File: config.mk
export PLATFORM = sky130hd
export DESIGN_NAME = pinmux_bank
export DESIGN_NICKNAME = d
export VERILOG_FILES = /design/src/rtl/pinmux_pkg.sv /design/src/rtl/pinmux_sel_regs.sv /design/src/rtl/pinmux_prio_decode.sv /design/src/rtl/pinmux_pad_route.sv /design/src/rtl/pinmux_bank.sv
export SDC_FILE = /design/constraint.sdc
export NUM_CORES = 1
export LEC_CHECK = 0
export BUFFER_PORTS_ARGS = -buffer_cell sky130_fd_sc_hd__buf_2
export CORE_AREA = 2 2 346 348
export DETAILED_ROUTE_END_ITERATION = 10
export DIE_AREA = 0 0 348 350
export GPL_TIMING_DRIVEN = 0
export HOLD_SLACK_MARGIN = 0.15
export PLACE_DENSITY = 0.37
export REMOVE_ABC_BUFFERS = 1
export SLEW_MARGIN = 20
export SYNTH_ARGS = -nofsm -noshare
export SYNTH_HDL_FRONTEND = slang
export SYNTH_HIERARCHICAL = 1
export SYNTH_SLANG_ARGS = --single-unit
File: constraint.sdc
create_clock -name clk -period 2.83 [get_ports clk]
set_clock_uncertainty 0.1 [all_clocks]
set_input_delay 0.566 -clock clk [delete_from_list [all_inputs] [get_ports clk]]
set_output_delay 0.566 -clock clk [all_outputs]
set_load 0.05 [all_outputs]
File: src/rtl/pinmux_pkg.sv
package pinmux_pkg;
   localparam int NUM_SEL  = 5;
   localparam int OFS_W    = 8;
   localparam int ACC_W    = 2;

   typedef enum logic [ACC_W-1:0] {
      ACC_WRITE = 2'b00,
      ACC_SET   = 2'b01,
      ACC_CLEAR = 2'b10,
      ACC_NONE  = 2'b11
   } acc_mode_e;

   // register index 0..NUM_SEL-1 are claim masks in priority order, NUM_SEL is pull-up
   function automatic logic [OFS_W-1:0] reg_offset(int idx);
      case (idx)
         0:       return 8'h14;
         1:       return 8'h8C;
         2:       return 8'h94;
         3:       return 8'h9C;
         4:       return 8'hA4;
         default: return 8'hAC;
      endcase
   endfunction
endpackage

File: src/rtl/pinmux_sel_regs.sv
module pinmux_sel_regs
   import pinmux_pkg::*;
#(
   parameter int NUM_PINS  = 32,
   parameter int NUM_FUNCS = 5,
   parameter int ADDR_W    = 10
) (
   input  logic                               clk,
   input  logic                               rst_n,
   input  logic                               wr_en,
   input  logic [ADDR_W-1:0]                  addr,
   input  logic [NUM_PINS-1:0]                wdata,
   output logic [NUM_PINS-1:0]                rdata,
   output logic [NUM_FUNCS-1:0][NUM_PINS-1:0] sel_mask,
   output logic [NUM_PINS-1:0]                pull_mask
);
   localparam int NUM_REGS = NUM_FUNCS + 1;

   logic [NUM_REGS-1:0][NUM_PINS-1:0] regs_q;
   logic [NUM_REGS-1:0]               hit;
   acc_mode_e                         mode;
   logic [OFS_W-1:0]                  ofs;

   assign mode = acc_mode_e'(addr[ADDR_W-1 -: ACC_W]);
   assign ofs  = addr[OFS_W-1:0];

   always_comb begin
      for (int r = 0; r < NUM_REGS; r++)
         hit[r] = (ofs == reg_offset(r)) && (mode != ACC_NONE);
   end

   always_ff @(posedge clk or negedge rst_n) begin
      if (!rst_n) begin
         regs_q <= '0;
      end else if (wr_en) begin
         for (int r = 0; r < NUM_REGS; r++) begin
            if (hit[r]) begin
               case (mode)
                  ACC_WRITE: regs_q[r] <= wdata;
                  ACC_SET:   regs_q[r] <= regs_q[r] | wdata;
                  ACC_CLEAR: regs_q[r] <= regs_q[r] & ~wdata;
                  default:   ;
               endcase
            end
         end
      end
   end

   always_comb begin
      rdata = '0;
      for (int r = 0; r < NUM_REGS; r++)
         if (hit[r]) rdata = rdata | regs_q[r];
   end

   assign sel_mask  = regs_q[NUM_FUNCS-1:0];
   assign pull_mask = regs_q[NUM_FUNCS];

   for (genvar r = 0; r < NUM_REGS; r++) begin : g_chk
      // plain write replaces the mask
      p_write_r2: assert property (@(posedge clk) disable iff (!rst_n)
         (wr_en && hit[r] && mode == ACC_WRITE) |=> (regs_q[r] == $past(wdata)));
      // set alias only raises written ones
      p_set_r3: assert property (@(posedge clk) disable iff (!rst_n)
         (wr_en && hit[r] && mode == ACC_SET) |=>
            (((regs_q[r] & $past(wdata)) == $past(wdata)) &&
             ((regs_q[r] & ~$past(wdata)) == ($past(regs_q[r]) & ~$past(wdata)))));
      // clear alias only drops written ones
      p_clear_r4: assert property (@(posedge clk) disable iff (!rst_n)
         (wr_en && hit[r] && mode == ACC_CLEAR) |=>
            (((regs_q[r] & $past(wdata)) == '0) &&
             ((regs_q[r] & ~$past(wdata)) == ($past(regs_q[r]) & ~$past(wdata)))));
      // untargeted registers hold their value
      p_hold_r11: assert property (@(posedge clk) disable iff (!rst_n)
         !(wr_en && hit[r]) |=> $stable(regs_q[r]));
   end
endmodule

File: src/rtl/pinmux_prio_decode.sv
module pinmux_prio_decode #(
   parameter int NUM_PINS  = 32,
   parameter int NUM_FUNCS = 5,
   parameter int CODE_W    = 3
) (
   input  logic [NUM_FUNCS-1:0][NUM_PINS-1:0] sel_mask,
   output logic [NUM_PINS-1:0][CODE_W-1:0]    code
);
   for (genvar p = 0; p < NUM_PINS; p++) begin : g_pin
      logic [CODE_W-1:0] c;
      always_comb begin
         c = '0;
         // walk from lowest priority upward so the highest-priority claim is last to write
         for (int f = NUM_FUNCS - 1; f >= 0; f--)
            if (sel_mask[f][p]) c = CODE_W'(f + 1);
      end
      assign code[p] = c;
   end
endmodule

File: src/rtl/pinmux_pad_route.sv
module pinmux_pad_route #(
   parameter int NUM_PINS     = 32,
   parameter int NUM_FUNCS    = 5,
   parameter int CODE_W       = 3,
   parameter bit ONEHOT_ROUTE = 1'b1
) (
   input  logic [NUM_PINS-1:0][CODE_W-1:0]    code,
   input  logic [NUM_PINS-1:0]                gpio_out,
   input  logic [NUM_PINS-1:0]                gpio_oe,
   input  logic [NUM_FUNCS-1:0][NUM_PINS-1:0] func_out,
   input  logic [NUM_FUNCS-1:0][NUM_PINS-1:0] func_oe,
   output logic [NUM_PINS-1:0]                pad_out,
   output logic [NUM_PINS-1:0]                pad_oe
);
   localparam int NUM_SRC = NUM_FUNCS + 1;

   for (genvar p = 0; p < NUM_PINS; p++) begin : g_pin
      logic [NUM_SRC-1:0] src_o;
      logic [NUM_SRC-1:0] src_e;

      always_comb begin
         src_o[0] = gpio_out[p];
         src_e[0] = gpio_oe[p];
         for (int f = 0; f < NUM_FUNCS; f++) begin
            src_o[f+1] = func_out[f][p];
            src_e[f+1] = func_oe[f][p];
         end
      end

      if (ONEHOT_ROUTE) begin : g_andor
         logic [NUM_SRC-1:0] sel_1h;
         assign sel_1h     = NUM_SRC'(1) << code[p];
         assign pad_out[p] = |(src_o & sel_1h);
         assign pad_oe[p]  = |(src_e & sel_1h);
      end else begin : g_index
         assign pad_out[p] = src_o[code[p]];
         assign pad_oe[p]  = src_e[code[p]];
      end
   end
endmodule

File: src/rtl/pinmux_bank.sv
module pinmux_bank
   import pinmux_pkg::*;
#(
   parameter int NUM_PINS     = 32,
   parameter int NUM_FUNCS    = 5,
   parameter int ADDR_W       = 10,
   parameter bit ONEHOT_ROUTE = 1'b1,
   localparam int CODE_W      = $clog2(NUM_FUNCS + 1)
) (
   input  logic                          clk,
   input  logic                          rst_n,
   input  logic                          reg_wr,
   input  logic [ADDR_W-1:0]             reg_addr,
   input  logic [NUM_PINS-1:0]           reg_wdata,
   output logic [NUM_PINS-1:0]           reg_rdata,
   input  logic [NUM_PINS-1:0]           gpio_out,
   input  logic [NUM_PINS-1:0]           gpio_oe,
   output logic [NUM_PINS-1:0]           gpio_in,
   input  logic [NUM_FUNCS*NUM_PINS-1:0] func_out,
   input  logic [NUM_FUNCS*NUM_PINS-1:0] func_oe,
   output logic [NUM_FUNCS*NUM_PINS-1:0] func_in,
   output logic [NUM_PINS-1:0]           pad_out,
   output logic [NUM_PINS-1:0]           pad_oe,
   input  logic [NUM_PINS-1:0]           pad_in,
   output logic [NUM_PINS-1:0]           pad_pull_up,
   output logic [NUM_PINS*CODE_W-1:0]    pin_code
);
   if (NUM_FUNCS != NUM_SEL) begin : g_bad_funcs
      $error("pinmux_bank: NUM_FUNCS must match the offset table size");
   end
   if (ADDR_W != OFS_W + ACC_W) begin : g_bad_addr
      $error("pinmux_bank: ADDR_W must equal offset plus access bits");
   end
   if (NUM_PINS < 1) begin : g_bad_pins
      $error("pinmux_bank: NUM_PINS must be positive");
   end

   logic [NUM_FUNCS-1:0][NUM_PINS-1:0] sel_mask;
   logic [NUM_FUNCS-1:0][NUM_PINS-1:0] fo;
   logic [NUM_FUNCS-1:0][NUM_PINS-1:0] fe;
   logic [NUM_PINS-1:0][CODE_W-1:0]    code;

   assign fo = func_out;
   assign fe = func_oe;

   pinmux_sel_regs #(
      .NUM_PINS (NUM_PINS),
      .NUM_FUNCS(NUM_FUNCS),
      .ADDR_W   (ADDR_W)
   ) u_regs (
      .clk      (clk),
      .rst_n    (rst_n),
      .wr_en    (reg_wr),
      .addr     (reg_addr),
      .wdata    (reg_wdata),
      .rdata    (reg_rdata),
      .sel_mask (sel_mask),
      .pull_mask(pad_pull_up)
   );

   pinmux_prio_decode #(
      .NUM_PINS (NUM_PINS),
      .NUM_FUNCS(NUM_FUNCS),
      .CODE_W   (CODE_W)
   ) u_decode (
      .sel_mask(sel_mask),
      .code    (code)
   );

   pinmux_pad_route #(
      .NUM_PINS    (NUM_PINS),
      .NUM_FUNCS   (NUM_FUNCS),
      .CODE_W      (CODE_W),
      .ONEHOT_ROUTE(ONEHOT_ROUTE)
   ) u_route (
      .code    (code),
      .gpio_out(gpio_out),
      .gpio_oe (gpio_oe),
      .func_out(fo),
      .func_oe (fe),
      .pad_out (pad_out),
      .pad_oe  (pad_oe)
   );

   assign gpio_in  = pad_in;
   assign func_in  = {NUM_FUNCS{pad_in}};
   assign pin_code = code;

   for (genvar p = 0; p < NUM_PINS; p++) begin : g_chk
      // a claim by function 1 always wins
      p_top_prio_r5: assert property (@(posedge clk) disable iff (!rst_n)
         sel_mask[0][p] |-> (code[p] == CODE_W'(1)));
      // unclaimed pin is driven by GPIO
      p_gpio_owns_r6: assert property (@(posedge clk) disable iff (!rst_n)
         (code[p] == '0) |-> ((pad_out[p] == gpio_out[p]) && (pad_oe[p] == gpio_oe[p])));
      // claimed pin follows its owner only
      p_func_drives_r7: assert property (@(posedge clk) disable iff (!rst_n)
         (code[p] != '0) |->
            ((pad_out[p] == fo[code[p] - 1'b1][p]) && (pad_oe[p] == fe[code[p] - 1'b1][p])));
      // code never names a missing function
      p_code_range_r9: assert property (@(posedge clk) disable iff (!rst_n)
         code[p] <= CODE_W'(NUM_FUNCS));
   end
endmodule

=== Word level (Yosys, flattened, before mapping) ===
Cells that the tools add are included.

* Bits in registers: 192
* Input bits: 461
* Output and inout port bits: 416
* Word-level logic and storage cells: 379

* Equal/unequal tests: 9
* Shift-type cells: 32
* Mux-type cells: 172
* Bitwise logic cells: 82
* Reductions and logical operators: 78

{| class="wikitable"
|+ Operator list
! cell !! number
|-
| $pmux W32 S3 || 6
|-
| $mux W3 || 160
|-
| $and A6 B6 Y6 || 64
|-
| $reduce_or A6 Y1 || 64
|-
| $or A32 B32 Y32 || 11
|-
| $and A32 B32 Y32 || 6
|-
| $mux W32 || 6
|-
| $shl A1 B3 Y6 const A || 32
|-
| $eq A8 B8 Y1 const B || 5
|-
| $not A32 Y32 || 1
|-
| $reduce_and A3 Y1 || 6
|-
| $eq A8 B5 Y1 const B || 1
|-
| $logic_and A1 B1 Y1 || 6
|-
| $reduce_bool A3 Y1 || 1
|-
| $eq A2 B1 Y1 const B || 1
|-
| $eq A2 B2 Y1 const B || 1
|-
| $logic_not A2 Y1 || 1
|-
| $ne A2 B2 Y1 const B || 1
|}

=== Depth between registers and ports, before layout ===
Gate-level depths: netlist of run 1.

* Depth in word-level cells: 13
* Gate-level depth with buffers: 7
* Gate-level depth less buffers: 6

=== Hierarchy ===
The synthesis of run 1 kept the hierarchy.

{| class="wikitable"
|+ By module, submodules not included
! module !! instances !! cells each !! area each (um2) !! sequential area each (um2)
|-
| pinmux_sel_regs || 1 || 950 || 9,345.2 || 4,804.6
|-
| pinmux_pad_route || 1 || 466 || 3,626.0 || 0.0
|-
| pinmux_bank || 1 || 192 || 1,441.4 || 0.0
|-
| pinmux_prio_decode || 1 || 224 || 1,201.2 || 0.0
|}

=== Least setup slack after synthesis of run 1 ===
OpenSTA, ideal clock, no wires.

* Kind: register to output
* From: reg u_regs.regs_q (netlist bit u_regs/sel_mask[11])
* To: out pad_oe[11]
* Data arrival time: 3.864 ns
* Data required time: 2.164 ns
* Setup slack: -1.700 ns
* Stages on the path, launching flop included: 5
* Path buffers: 0
* Cell sequence: dfrtp_1 > nor4_1 > mux2_2 > nand2_1 > a31oi_1

* Word-level cells in the longest chain between the ends: 4

{| class="wikitable"
|+ Ends and longest elaborated chain
! item !! RTL line !! source
|-
| start: declaration || pinmux_sel_regs.sv:19 || <nowiki>logic [NUM_REGS-1:0][NUM_PINS-1:0] regs_q;</nowiki>
|-
| start signal: indexed assignment || pinmux_sel_regs.sv:39 || <nowiki>ACC_WRITE: regs_q[r] <= wdata;</nowiki>
|-
| start signal: indexed assignment || pinmux_sel_regs.sv:40 || <nowiki>ACC_SET: regs_q[r] <= regs_q[r] | wdata;</nowiki>
|-
| start signal: indexed assignment || pinmux_sel_regs.sv:41 || <nowiki>ACC_CLEAR: regs_q[r] <= regs_q[r] & ~wdata;</nowiki>
|-
| $mux W3 || pinmux_prio_decode.sv:15 || <nowiki>if (sel_mask[f][p]) c = CODE_W'(f + 1);</nowiki>
|-
| net pin_code[35] || pinmux_bank.sv:26 || <nowiki>output logic [NUM_PINS*CODE_W-1:0] pin_code</nowiki>
|-
| $shl A1 B3 Y6 || pinmux_pad_route.sv:32 || <nowiki>assign sel_1h = NUM_SRC'(1) << code[p];</nowiki>
|-
| $and A6 B6 Y6 || pinmux_pad_route.sv:34 || <nowiki>assign pad_oe[p] = |(src_e & sel_1h);</nowiki>
|-
| $reduce_or A6 Y1 || pinmux_pad_route.sv:34 ||
|-
| end: declaration || pinmux_bank.sv:23 || <nowiki>output logic [NUM_PINS-1:0] pad_oe,</nowiki>
|}

The timed path passes the listed nets, and every way through them passes these cells.

=== Final worst setup path of run 1 ===
* From: reg u_regs.regs_q (netlist bit u_regs/sel_mask[89])
* To: out pad_oe[25]

* Word-level cells in the longest chain between the ends: 6

{| class="wikitable"
|+ Ends and longest elaborated chain
! item !! RTL line
|-
| $mux W3 (3 in series) || pinmux_prio_decode.sv:15
|-
| $shl A1 B3 Y6 || pinmux_pad_route.sv:32
|-
| $and A6 B6 Y6 || pinmux_pad_route.sv:34
|-
| $reduce_or A6 Y1 || pinmux_pad_route.sv:34
|}

No other way between the ends.

==> metrics.txt, run 1 <==
Final Cell Area 24500 µm²; Post-synth top flop dfrtp_1; DP Wirelength 66900 µm; largest family of logic cells by synthesized area compound AO/OA/AOI/OAI gates; number of flops mapped to enable cells by yosys 0; clk buf depth 2; final setup fails 56; Post-Route WL 88600 µm; Post-synth ARST share 1.00; first-pass GRT wire length 122000 µm; Peak Freq 317 MHz; final net count 2938; Overflow after GRT 0; area leader, netlist dfrtp_1; crit path DAT 2.49 ns; failing checks negative setup slack; leakage power 11.0 nW; PwrDens 375 nW/µm²; Compound-Gate Fraction of Synth Area 0.257; Period minus WS final 3.16 ns; Synth Instances 1832; Clock Latency Late Sink 0.50 ns; CP cell instances a211o_4 -> mux4_2 -> mux2_4 -> buf_8; most frequent cell after synthesis a21oi_1; Post-Syn Area 15600 µm²; I/O pin count 877; die height 350 µm; Synth Area in Simple Gates 0.122; Via Count 17.3k; final total power 9.19 mW; Root Driver clkbuf_16; DRT Pass-1 Iters 5; Seq/Total Area, Yosys 0.308; PnR worst setup slack -0.325 ns; antenna-violating nets left 0; yosys synthesis warning count 6; antenna violations before repair 13; worst hold stages 3; num rows 126; Worst Max-Slew Pin Slew 0.731 ns; VDD IR max 0.410 mV; H-Tree Depth 4; fin. max-slew vios 0; mux cell area share after synthesis 0.154; Max Cap Violations 0; top cell type's share of synthesized area 0.308; adder-cell share of the synthesized area 0.00321; GRT Util Overall 0.138; Critical Setup Path Class reg -> out; commonest cells in the netlist 364 x a21oi_1, 192 x buf_4, 192 x dfrtp_1; Synth area leaders dfrtp_1 31%, a21oi_1 12%, mux2i_1 11%, buf_4 9.2%, o21ai_0 4.2%; Initial Util 0.133; final critical-path share of the clock period 1.12; Die ar. 122000 µm²; pin count of the biggest net entering global routing 81; Synth Register Bits 192; clock tree from TritonCTS done; Worst Reg-to-Reg Cells 4; Post-Place Worst Slack -1.01 ns; placed inst area 19500 µm²; area grow syn2layout 56.9%; slowest library cell on the worst path mux4_2; Avg Cell Area, Syn 8.52 µm²; critical path peak fanout 5; GP Congestion 0.744; WL per Instance 22.0 µm; CP startpoint kind register; RSZ-0062 raised after global routing yes; Die Wd 348 µm; cts bufs inserted 17; status finished, violations left; Hold Path Class in -> reg; Max stage delay on crit path 0.61 ns; Synth Area in XOR/XNOR 0; DRT iter0 DRCs 1019; port bufs 652; Hold Fails Final Rpt 0; vias in the first global route 16.7k; Critical Path RT 2.16 ns; DRC 0; clk sink count 192; Worst setup EP type output port; core area 118000 µm²; share of layout cells above drive strength 1 0.538; Worst-path clk slew 0.09 ns; vias per cell 4.29; Slew headroom 0.508; Netlist cell types 50
## path summary, 6_finish.rpt
kind	start	to	slack [ns]
setup / recovery	u_regs/sel_mask[89]$_DFFE_PN0P_	pad_oe[25]	-0.33
hold / removal	reg_wdata[26]	u_regs/sel_mask[58]$_DFFE_PN0P_	0.31
setup reg to reg	u_regs/sel_mask[51]$_DFFE_PN0P_	u_regs/sel_mask[51]$_DFFE_PN0P_	1.70
hold reg to reg	u_regs/pull_mask[31]$_DFFE_PN0P_	u_regs/pull_mask[31]$_DFFE_PN0P_	0.45
max in group asynchronous	rst_n	u_regs/sel_mask[14]$_DFFE_PN0P_	1.29
min in group asynchronous	rst_n	u_regs/sel_mask[113]$_DFFE_PN0P_	0.46
## sequential cells by signal (all words and copies together), names as in the netlist
| register | count |
|---|---|
| u_regs/pull_mask | 32 |
| u_regs/sel_mask | 160 |
## layout by cell type (no fill, tap or decap), types with 17 or more instances in the layout
| cell | instances |
|---|---|
| dfrtp_2 | 75 |
| o21ai_2 | 19 |
| nand3b_1 | 34 |
| nor2_2 | 32 |
| o21a_1 | 38 |
| buf_8 | 25 |
| nor2_4 | 24 |
| buf_2 | 552 |
| buf_4 | 214 |
| nor4_4 | 32 |
| dfrtp_1 | 117 |
| nor2_1 | 53 |
| o21ai_0 | 95 |
| a211o_1 | 36 |
| a222oi_1 | 17 |
| nand2_1 | 44 |
| clkbuf_16 | 18 |
| o21ai_1 | 18 |
| mux2i_1 | 168 |
| nor3b_2 | 25 |
| a21oi_1 | 354 |
| nand3_1 | 23 |
| o22ai_1 | 32 |
| buf_6 | 127 |
| inv_1 | 54 |
| buf_12 | 19 |
## critical path: cells and delay by family, from the launching register on
kind | cells | cell delay (ns)
mux | 2 | 0.96
flops | 1 | 0.47
compound gates | 1 | 0.39
buf+inv | 1 | 0.15
## power by group
part	internal [mW]	switching, mW	total, mW
Clock	1.26	1.33	2.60
Combinational	1.44	2.19	3.63
Sequential	2.83	0.131	2.96
Total	5.53	3.65	9.19
## logic make-up (layout without fill, tap and decap cells)
logic type,after synthesis,count (layout)
AOI/OAI and AO/OA,688,693
adders and majority gates,4,4
buffers and inverters,392,1041
DFF,192,192
muxes,218,218
other,0,2
and+or+nand+nor,338,338
## through the flow
step / hold slack, ns / utilization / instances / setup TNS, ns
after CTS: 0.243 / 0.200 / 3952 / -10.27
after global routing: 0.269 / 0.208 / 4023 / -14.59
after detailed placement: 0.397 / 0.166 / 3736 / -40.86
final: 0.311 / 0.208 / 4024 / -8.14
after global placement: 0.432 / 0.158 / 3687 / -1465.74
after floorplan: 0.170 / - / 1499 / -210.28
## per-layer routing
metal,part of all wire,GRT usage
met5,0.0056,0.0275
met1,0.44,0.175
met3,0.10,0.0633
met2,0.44,0.211
met4,0.016,0.0303
## cell type report
class,instances,area (µm²)
antenna,2,5.00
clock buffer,17,425
clock inverter,15,169
fill,13100,93300
inverter,59,224
multi-input combinational,1253,9970
sequential,192,4900
tap,1536,1920
timing repair buffer,950,6890
## timing repair
| action | in CTS | in global routing |
|---|---|---|
| resized for setup | 511 | 152 |
| endpoints found under the setup margin | 120 | 96 |
| pin swaps | 126 | 86 |
| setup buffers | 179 | 70 |
| hold endpoints to repair | 39 | 0 |
| gates cloned | 5 | 3 |
| hold buffers | 1 | 0 |
No activity file was read; power rests on OpenSTA's default activity.
==> run 2: changes to the inputs <==
--- a/config.mk
+++ b/config.mk
@@ -5,13 +5,13 @@
 export SDC_FILE = /design/constraint.sdc
 export NUM_CORES = 1
 export LEC_CHECK = 0
-export BUFFER_PORTS_ARGS = -buffer_cell sky130_fd_sc_hd__buf_2
-export CORE_AREA = 2 2 346 348
+export CORE_AREA = 2 2 338 340
 export DETAILED_ROUTE_END_ITERATION = 10
-export DIE_AREA = 0 0 348 350
+export DIE_AREA = 0 0 340 342
+export DONT_BUFFER_PORTS = 1
 export GPL_TIMING_DRIVEN = 0
 export HOLD_SLACK_MARGIN = 0.15
-export PLACE_DENSITY = 0.37
+export PLACE_DENSITY_LB_ADDON = 0.1
 export REMOVE_ABC_BUFFERS = 1
 export SLEW_MARGIN = 20
 export SYNTH_ARGS = -nofsm -noshare
==> metrics.txt, run 2 (same netlist as run 1, synthesis figures left out) <==
Initial Util 0.138 (+0.00546); core area 113000 µm² (-4.0%); pin count of the biggest net entering global routing 193 (+140%); vias in the first global route 15.3k (-8.4%); WL per Instance 25.2 µm (+15%); GP Congestion 0.782 (+5.1%); fin. max-slew vios 0 (unchanged); status finished, violations left; worst-case hold slack -0.356 ns (-0.668 ns); critical path peak fanout 7 (+2); die height 342 µm (-2.3%); Overflow after GRT 0 (unchanged); vias per cell 4.47 (+4.0%); Worst Max-Slew Pin Slew 1.05 ns (+0.321 ns); DRC 0 (unchanged); Final Core Density 0.193 (-0.0148); final critical-path share of the clock period 1.15 (+0.0346); Worst-path clk slew 0.08 ns (about the same); Slew headroom 0.296 (-0.212); Total Neg Setup Slack -7.93 ns (+0.210 ns); RSZ-0062 raised after global routing yes; GRT Util Overall 0.140 (+0.00177); flop2flop setup slack 1.61 ns (-0.09 ns); leakage power 8.27 nW (-25%); VDD IR max 0.281 mV (-31%); clock tree from TritonCTS done; commonest non-fill, non-tap cell in the layout a21oi_1; failing checks negative hold slack, negative setup slack; Hold Fails Final Rpt 192 (+192); Worst Reg-to-Reg Cells 5 (+1); Clock Latency Late Sink 0.50 ns (about the same); Peak Freq 307 MHz (-3.0%); first-pass GRT wire length 117000 µm (-3.6%); DRT Pass-1 Iters 5 (unchanged); clk buf depth 2 (unchanged); Post-Route WL 85500 µm (-3.5%); PwrDens 396 nW/µm² (+5.5%); r2r startpoint u_regs/sel_mask[54]$_DFFE_PN0P_; Post-CTS Hold Buffers 27 (+26); port bufs 0 (-100%); antenna-violating nets left 0 (unchanged); Critical Setup Path Class reg -> out; Die ar. 116000 µm² (-4.5%); crit path DAT 2.59 ns (+0.10 ns); Critical Path RT 2.16 ns (about the same); DP Wirelength 60900 µm (-8.9%); share of layout cells above drive strength 1 0.411 (-0.127); I/O pin count 877 (unchanged); area grow syn2layout 40.0%; Worst setup EP type output port; most frequent cells in the layout 352 x a21oi_1, 174 x mux2i_1, 158 x buf_4, 109 x dfrtp_1, 96 x o21ai_0; Root Driver clkbuf_16; H-Tree Depth 4 (unchanged); final net count 2327 (-21%); PnR worst setup slack -0.423 ns (-0.0980 ns); cts bufs inserted 17 (unchanged); Max Cap Violations 0 (unchanged); Die Wd 340 µm (-2.3%); Period minus WS final 3.25 ns (+0.0980 ns); Via Count 15.1k (-12%); DRT iter0 DRCs 924 (-9.3%); CP startpoint kind register; Post-Place Worst Slack -0.868 ns (+0.141 ns); final setup fails 70 (+25%); Hold Path Class in -> async; clk sink count 192 (unchanged); num rows 124 (-1.6%); worst reg2reg path endpoint u_regs/sel_mask[54]$_DFFE_PN0P_; max FFs per register 160 (unchanged); antenna violations before repair 5 (-8)
-- run 2: cell count changes in the layout (fill, tap and decap cells not counted), moves of 20 or more --
cell / change
buf_4: -56
buf_6: -43
dlygate4sd3_1: +26
buf_2: -552
a211o_4: +22
inv_1: -20
o21ai_4: +22
inv_2: +21
-- run 2: timing repair --
item	4_1_cts	5_1_grt
hold endpoints to repair	354	192
gates resized for setup	519	109
setup buffers	144	52
setup endpoints to repair	96	96
pin swaps	177	115
cloned	10	3
-- run 2: worst max path at each step --
stage	start	to	slack (ns)	depth (start not counted)
floorplan	u_regs/sel_mask[14]$_DFFE_PN0P_	pad_out[14]	-1.97	4
global placement	reg_addr[8]	reg_rdata[6]	-7.29	5
detailed placement	reg_addr[8]	reg_rdata[12]	-0.87	7
CTS	u_regs/sel_mask[59]$_DFFE_PN0P_	pad_oe[27]	-0.48	5
global route	u_regs/sel_mask[59]$_DFFE_PN0P_	pad_oe[27]	-0.51	5
finish	u_regs/sel_mask[59]$_DFFE_PN0P_	pad_oe[27]	-0.42	5
-- run 2: report_power, final --
group | internal (mW) | total (mW) | switching [mW] | leakage, nW
combinational | 1.05 | 2.97 | 1.92 | 5.45
sequential | 2.83 | 3.03 | 0.198 | 2.53
clock | 1.31 | 2.65 | 1.34 | 0.287
total | 5.19 | 8.65 | 3.46 | 8.27
-- run 2: routing by layer --
layer / track usage / wire length (µm) / up-vias
li1: - / - / 6636
met1: 0.170 / 36000 / 7654
met2: 0.216 / 38500 / 793
met3: 0.0755 / 10000 / 49
met4: 0.0242 / 693 / 10
met5: 0.0225 / 299 / -
-- run 2: worst max-delay path, stage by stage (launching register included) --
cell and delay, ns:
dfrtp_2 0.48, inv_2 0.06, a211o_4 0.44, nor3b_4 0.21, a21oi_2 0.04, o211ai_1 0.83
-- run 2: layout make-up --
type / instances / area, µm²
Timing Repair Buffer: 334 / 3390
Inverter: 59 / 221
Clock buffer: 17 / 425
Multi-Input combinational cell: 1258 / 10900
Fill cell: 12400 / 91200
Tap cell: 1512 / 1890
Antenna cell: 3 / 7.51
Clock inverter: 15 / 161
Sequential cell: 192 / 4910
-- run 2: stage by stage --
| stage | instances | instance area, µm² | hold WS (ns) | power, mW |
|---|---|---|---|---|
| 2_1_floorplan | 1499 | 13400 | 0.170 | 4.76 |
| 3_3_place_gp | 3011 | 15300 | 0.181 | 5.15 |
| 3_5_place_dp | 3124 | 16800 | 0.180 | 5.31 |
| 4_1_cts | 3336 | 21100 | -0.428 | 8.74 |
| 5_1_grt | 3389 | 21900 | -0.421 | 9.06 |
| 6_report | 3390 | 21900 | -0.356 | 8.65 |
==> run 3: changes to the inputs <==
--- a/config.mk
+++ b/config.mk
@@ -5,9 +5,10 @@
 export SDC_FILE = /design/constraint.sdc
 export NUM_CORES = 1
 export LEC_CHECK = 0
-export CORE_AREA = 2 2 338 340
+export ABC_AREA = 1
+export CORE_AREA = 2 2 344 346
 export DETAILED_ROUTE_END_ITERATION = 10
-export DIE_AREA = 0 0 340 342
+export DIE_AREA = 0 0 346 348
 export DONT_BUFFER_PORTS = 1
 export GPL_TIMING_DRIVEN = 0
 export HOLD_SLACK_MARGIN = 0.15
==> metrics.txt, run 3 <==
Post-Place Worst Slack -0.973 ns (-0.105 ns); DP Wirelength 78200 µm (+28%); Max stage delay on crit path 0.45 ns (-0.38 ns); pin count of the biggest net entering global routing 193 (unchanged); Peak Freq 350 MHz (+14%); Worst-path clk slew 0.09 ns (about the same); Max Cap Violations 0 (unchanged); Post-CTS Hold Buffers 18 (-33%); antenna violations before repair 6 (+1); clock tree from TritonCTS done; DRC 0 (unchanged); Clock Latency Late Sink 0.50 ns (about the same); clk sink count 192 (unchanged); RSZ-0062 raised after global routing yes; Root Driver clkbuf_16; Via Count 22.0k (+46%); most frequent cell after synthesis nand2_1; num rows 126 (+1.6%); Netlist cell types 22 (-56%); fin. max-slew vios 0 (unchanged); Synth Instances 3265 (+78%); placed inst area 20700 µm² (+23%); final total power 8.37 mW (-3.2%); final net count 3718 (+60%); Hold Path Class in -> async; Total Neg Setup Slack -0.0534 ns (+7.87 ns); share of layout cells above drive strength 1 0.270 (-0.141); PnR worst setup slack -0.0235 ns (+0.400 ns); most frequent cells in the layout 828 x nand2_1, 300 x nand4_1, 295 x nand3_1, 294 x inv_1, 186 x buf_4; Final Cell Area 25300 µm² (+16%); r2r startpoint u_regs/sel_mask[20]$_DFFE_PN0P_; Synth area leaders dfrtp_1 25%, nand2_1 19%, nand4_1 9.7%, nand3_1 8.9%, buf_4 8.0%; non-filler cells, final 4804 (+42%); die height 348 µm (+1.8%); Internal 4.78 mW (-7.9%); area leader, netlist dfrtp_1; Slew headroom 0.379 (+0.0834); Worst setup EP type output port; WL per Instance 23.3 µm (-7.6%); critical path peak fanout 8 (+1); I/O pin count 877 (unchanged); CP dominant cell by count nor2_4; VDD IR max 0.464 mV (+65%); H-Tree Depth 4 (unchanged); area grow syn2layout 30.9%; core area 117000 µm² (+3.4%); Synth Register Bits 192 (unchanged); commonest cells in the netlist 962 x nand2_1, 359 x inv_1, 343 x nand3_1; flop2flop setup slack 1.39 ns (-0.22 ns); Die ar. 120000 µm² (+3.6%); final critical-path share of the clock period 1.01 (-0.141); Critical Path RT 2.16 ns (about the same); Hold Fails Final Rpt 192 (unchanged); Post-synth ARST share 1.00 (unchanged); worst-case hold slack -0.350 ns (+0.00607 ns); Period minus WS final 2.85 ns (-0.400 ns); Initial Util 0.165 (+0.0270); Sw Share 0.429 (+0.0287); Net Switching 3.59 mW (+3.7%); number of flops mapped to enable cells by yosys 0 (unchanged); vias in the first global route 21.7k (+41%); Post-Route WL 112000 µm (+31%); final setup fails 3 (-96%); leakage power 12.5 nW (+51%); clock share of power 0.315 (+0.008); Worst Reg-to-Reg Cells 6 (+1); fillers 13.3k (+7.1%); Post-Syn Area 19300 µm² (+24%); vias per cell 4.59 (+2.7%); Seq/Total Area, Yosys 0.249 (-0.0589); DRT Pass-1 Iters 7 (+2); port bufs 0 (unchanged); Inst Count DP 4548 (+46%); combinational share of power 0.326 (-0.017); CP startpoint kind register; CP cell instances inv_2 -> nand3_2 -> nor2_4 -> inv_4 -> nand4_1 -> nand2_1 -> nor2_4 -> nand2_4; clk buf depth 2 (unchanged); Final Core Density 0.216 (+0.0227); Worst Max-Slew Pin Slew 0.931 ns (-0.121 ns); max FFs per register 160 (unchanged); crit path DAT 2.19 ns (-0.40 ns); yosys synthesis warning count 6 (unchanged); status finished, violations left; Critical Setup Path Class reg -> out; GP Congestion 0.753 (-3.7%); Die Wd 346 µm (+1.8%); PwrDens 331 nW/µm² (-16%); top cell type's share of synthesized area 0.249 (-0.0589); antenna-violating nets left 0 (unchanged); GRT Util Overall 0.178 (+0.0383); worst reg2reg path endpoint u_regs/sel_mask[20]$_DFFE_PN0P_; commonest non-fill, non-tap cell in the layout nand2_1; failing checks negative hold slack, negative setup slack; Avg Cell Area, Syn 5.91 µm² (-31%); Overflow after GRT 0 (unchanged); slowest library cell on the worst path nor2_4; cts bufs inserted 17 (unchanged); Post-synth top flop dfrtp_1; first-pass GRT wire length 158000 µm (+34%); Seq pwr share 0.359 (+0.009); DRT iter0 DRCs 1638 (+77%)
==> run 3: cell count changes in the layout (fill, tap and decap cells not counted), sizes merged, moves of 34 or more <==
cell and change:
nand4 +300, nor3b -42, inv +398, mux2i -174
a211o -62, nor2 +187, nand2 +915, nand3 +318
o21a -38, nand3b -34, a21oi -225, buf -35
==> run 3: worst max-delay path: cells and delay by family (launching register included) <==
family / cells / cell delay (ns)
flip-flops: 1 / 0.42
AND/OR/NAND/NOR: 6 / 1.01
buffers and inverters: 2 / 0.23
==> run 3: kinds of logic (layout without fill, tap and decap cells) <==
logic type,Yosys count,after routing,synth area share
simple gates,1928,1928,0.454
buf+inv,793,794,0.199
compound gates,348,348,0.0959
flops,192,192,0.249
fa+ha+maj,4,4,0.00259
other cells,0,2,0
==> run 3: area by class of cell <==
type                            count  area [µm²]  share of cell area
Antenna cell                        2        5.00            0.000198
Clock buffer                       18         429              0.0170
Clock inverter                     14         130             0.00515
Inverter                          462        1830              0.0725
Multi-Input combinational cell   2280       12700               0.503
Sequential cell                   192        4830               0.191
Tap cell                         1536        1920              0.0761
Timing Repair Buffer              300        3410               0.135
==> run 3: worst max-delay path by stage <==
stage,startpoint,to,slack (ns),cells past startpoint
after floorplan,reg_addr[8],u_regs/sel_mask[32]$_DFFE_PN0P_,-4.65,7
after global placement,reg_addr[8],u_regs/pull_mask[2]$_DFFE_PN0P_,-14.14,7
after detailed placement,reg_addr[8],reg_rdata[15],-0.97,11
after CTS,u_regs/sel_mask[59]$_DFFE_PN0P_,pad_out[27],-0.1,8
after global routing,u_regs/sel_mask[16]$_DFFE_PN0P_,pad_oe[16],-0.16,9
final,u_regs/sel_mask[42]$_DFFE_PN0P_,pad_oe[10],-0.02,8
==> run 3: per-layer routing <==
metal  track usage  wire (µm)  up-vias
met5        0.0104        259        -
met4        0.0324       1350       10
met3        0.0783      10900       88
met2         0.271      48900      858
met1         0.232      50600    10600
li1              -          -    10500
==> run 3: power groups by stage <==
stage               combinational, mW  clock (mW)  sequential (mW)
floorplan                        1.63           0             3.02
global placement                 2.09           0             3.07
detailed placement               2.22           0             3.08
CTS                              2.65        2.77             3.01
global route                     2.95        2.85             3.02
finish                           2.73        2.63             3.00
==> run 3: what timing repair did <==
| item | CTS | global route |
|---|---|---|
| gates resized for setup | 479 | 95 |
| setup buffers | 148 | 46 |
| endpoints found under the setup margin | 156 | 91 |
| pin swaps | 199 | 175 |
| gates cloned | 7 | 4 |
| endpoints found under the hold margin | 242 | 192 |
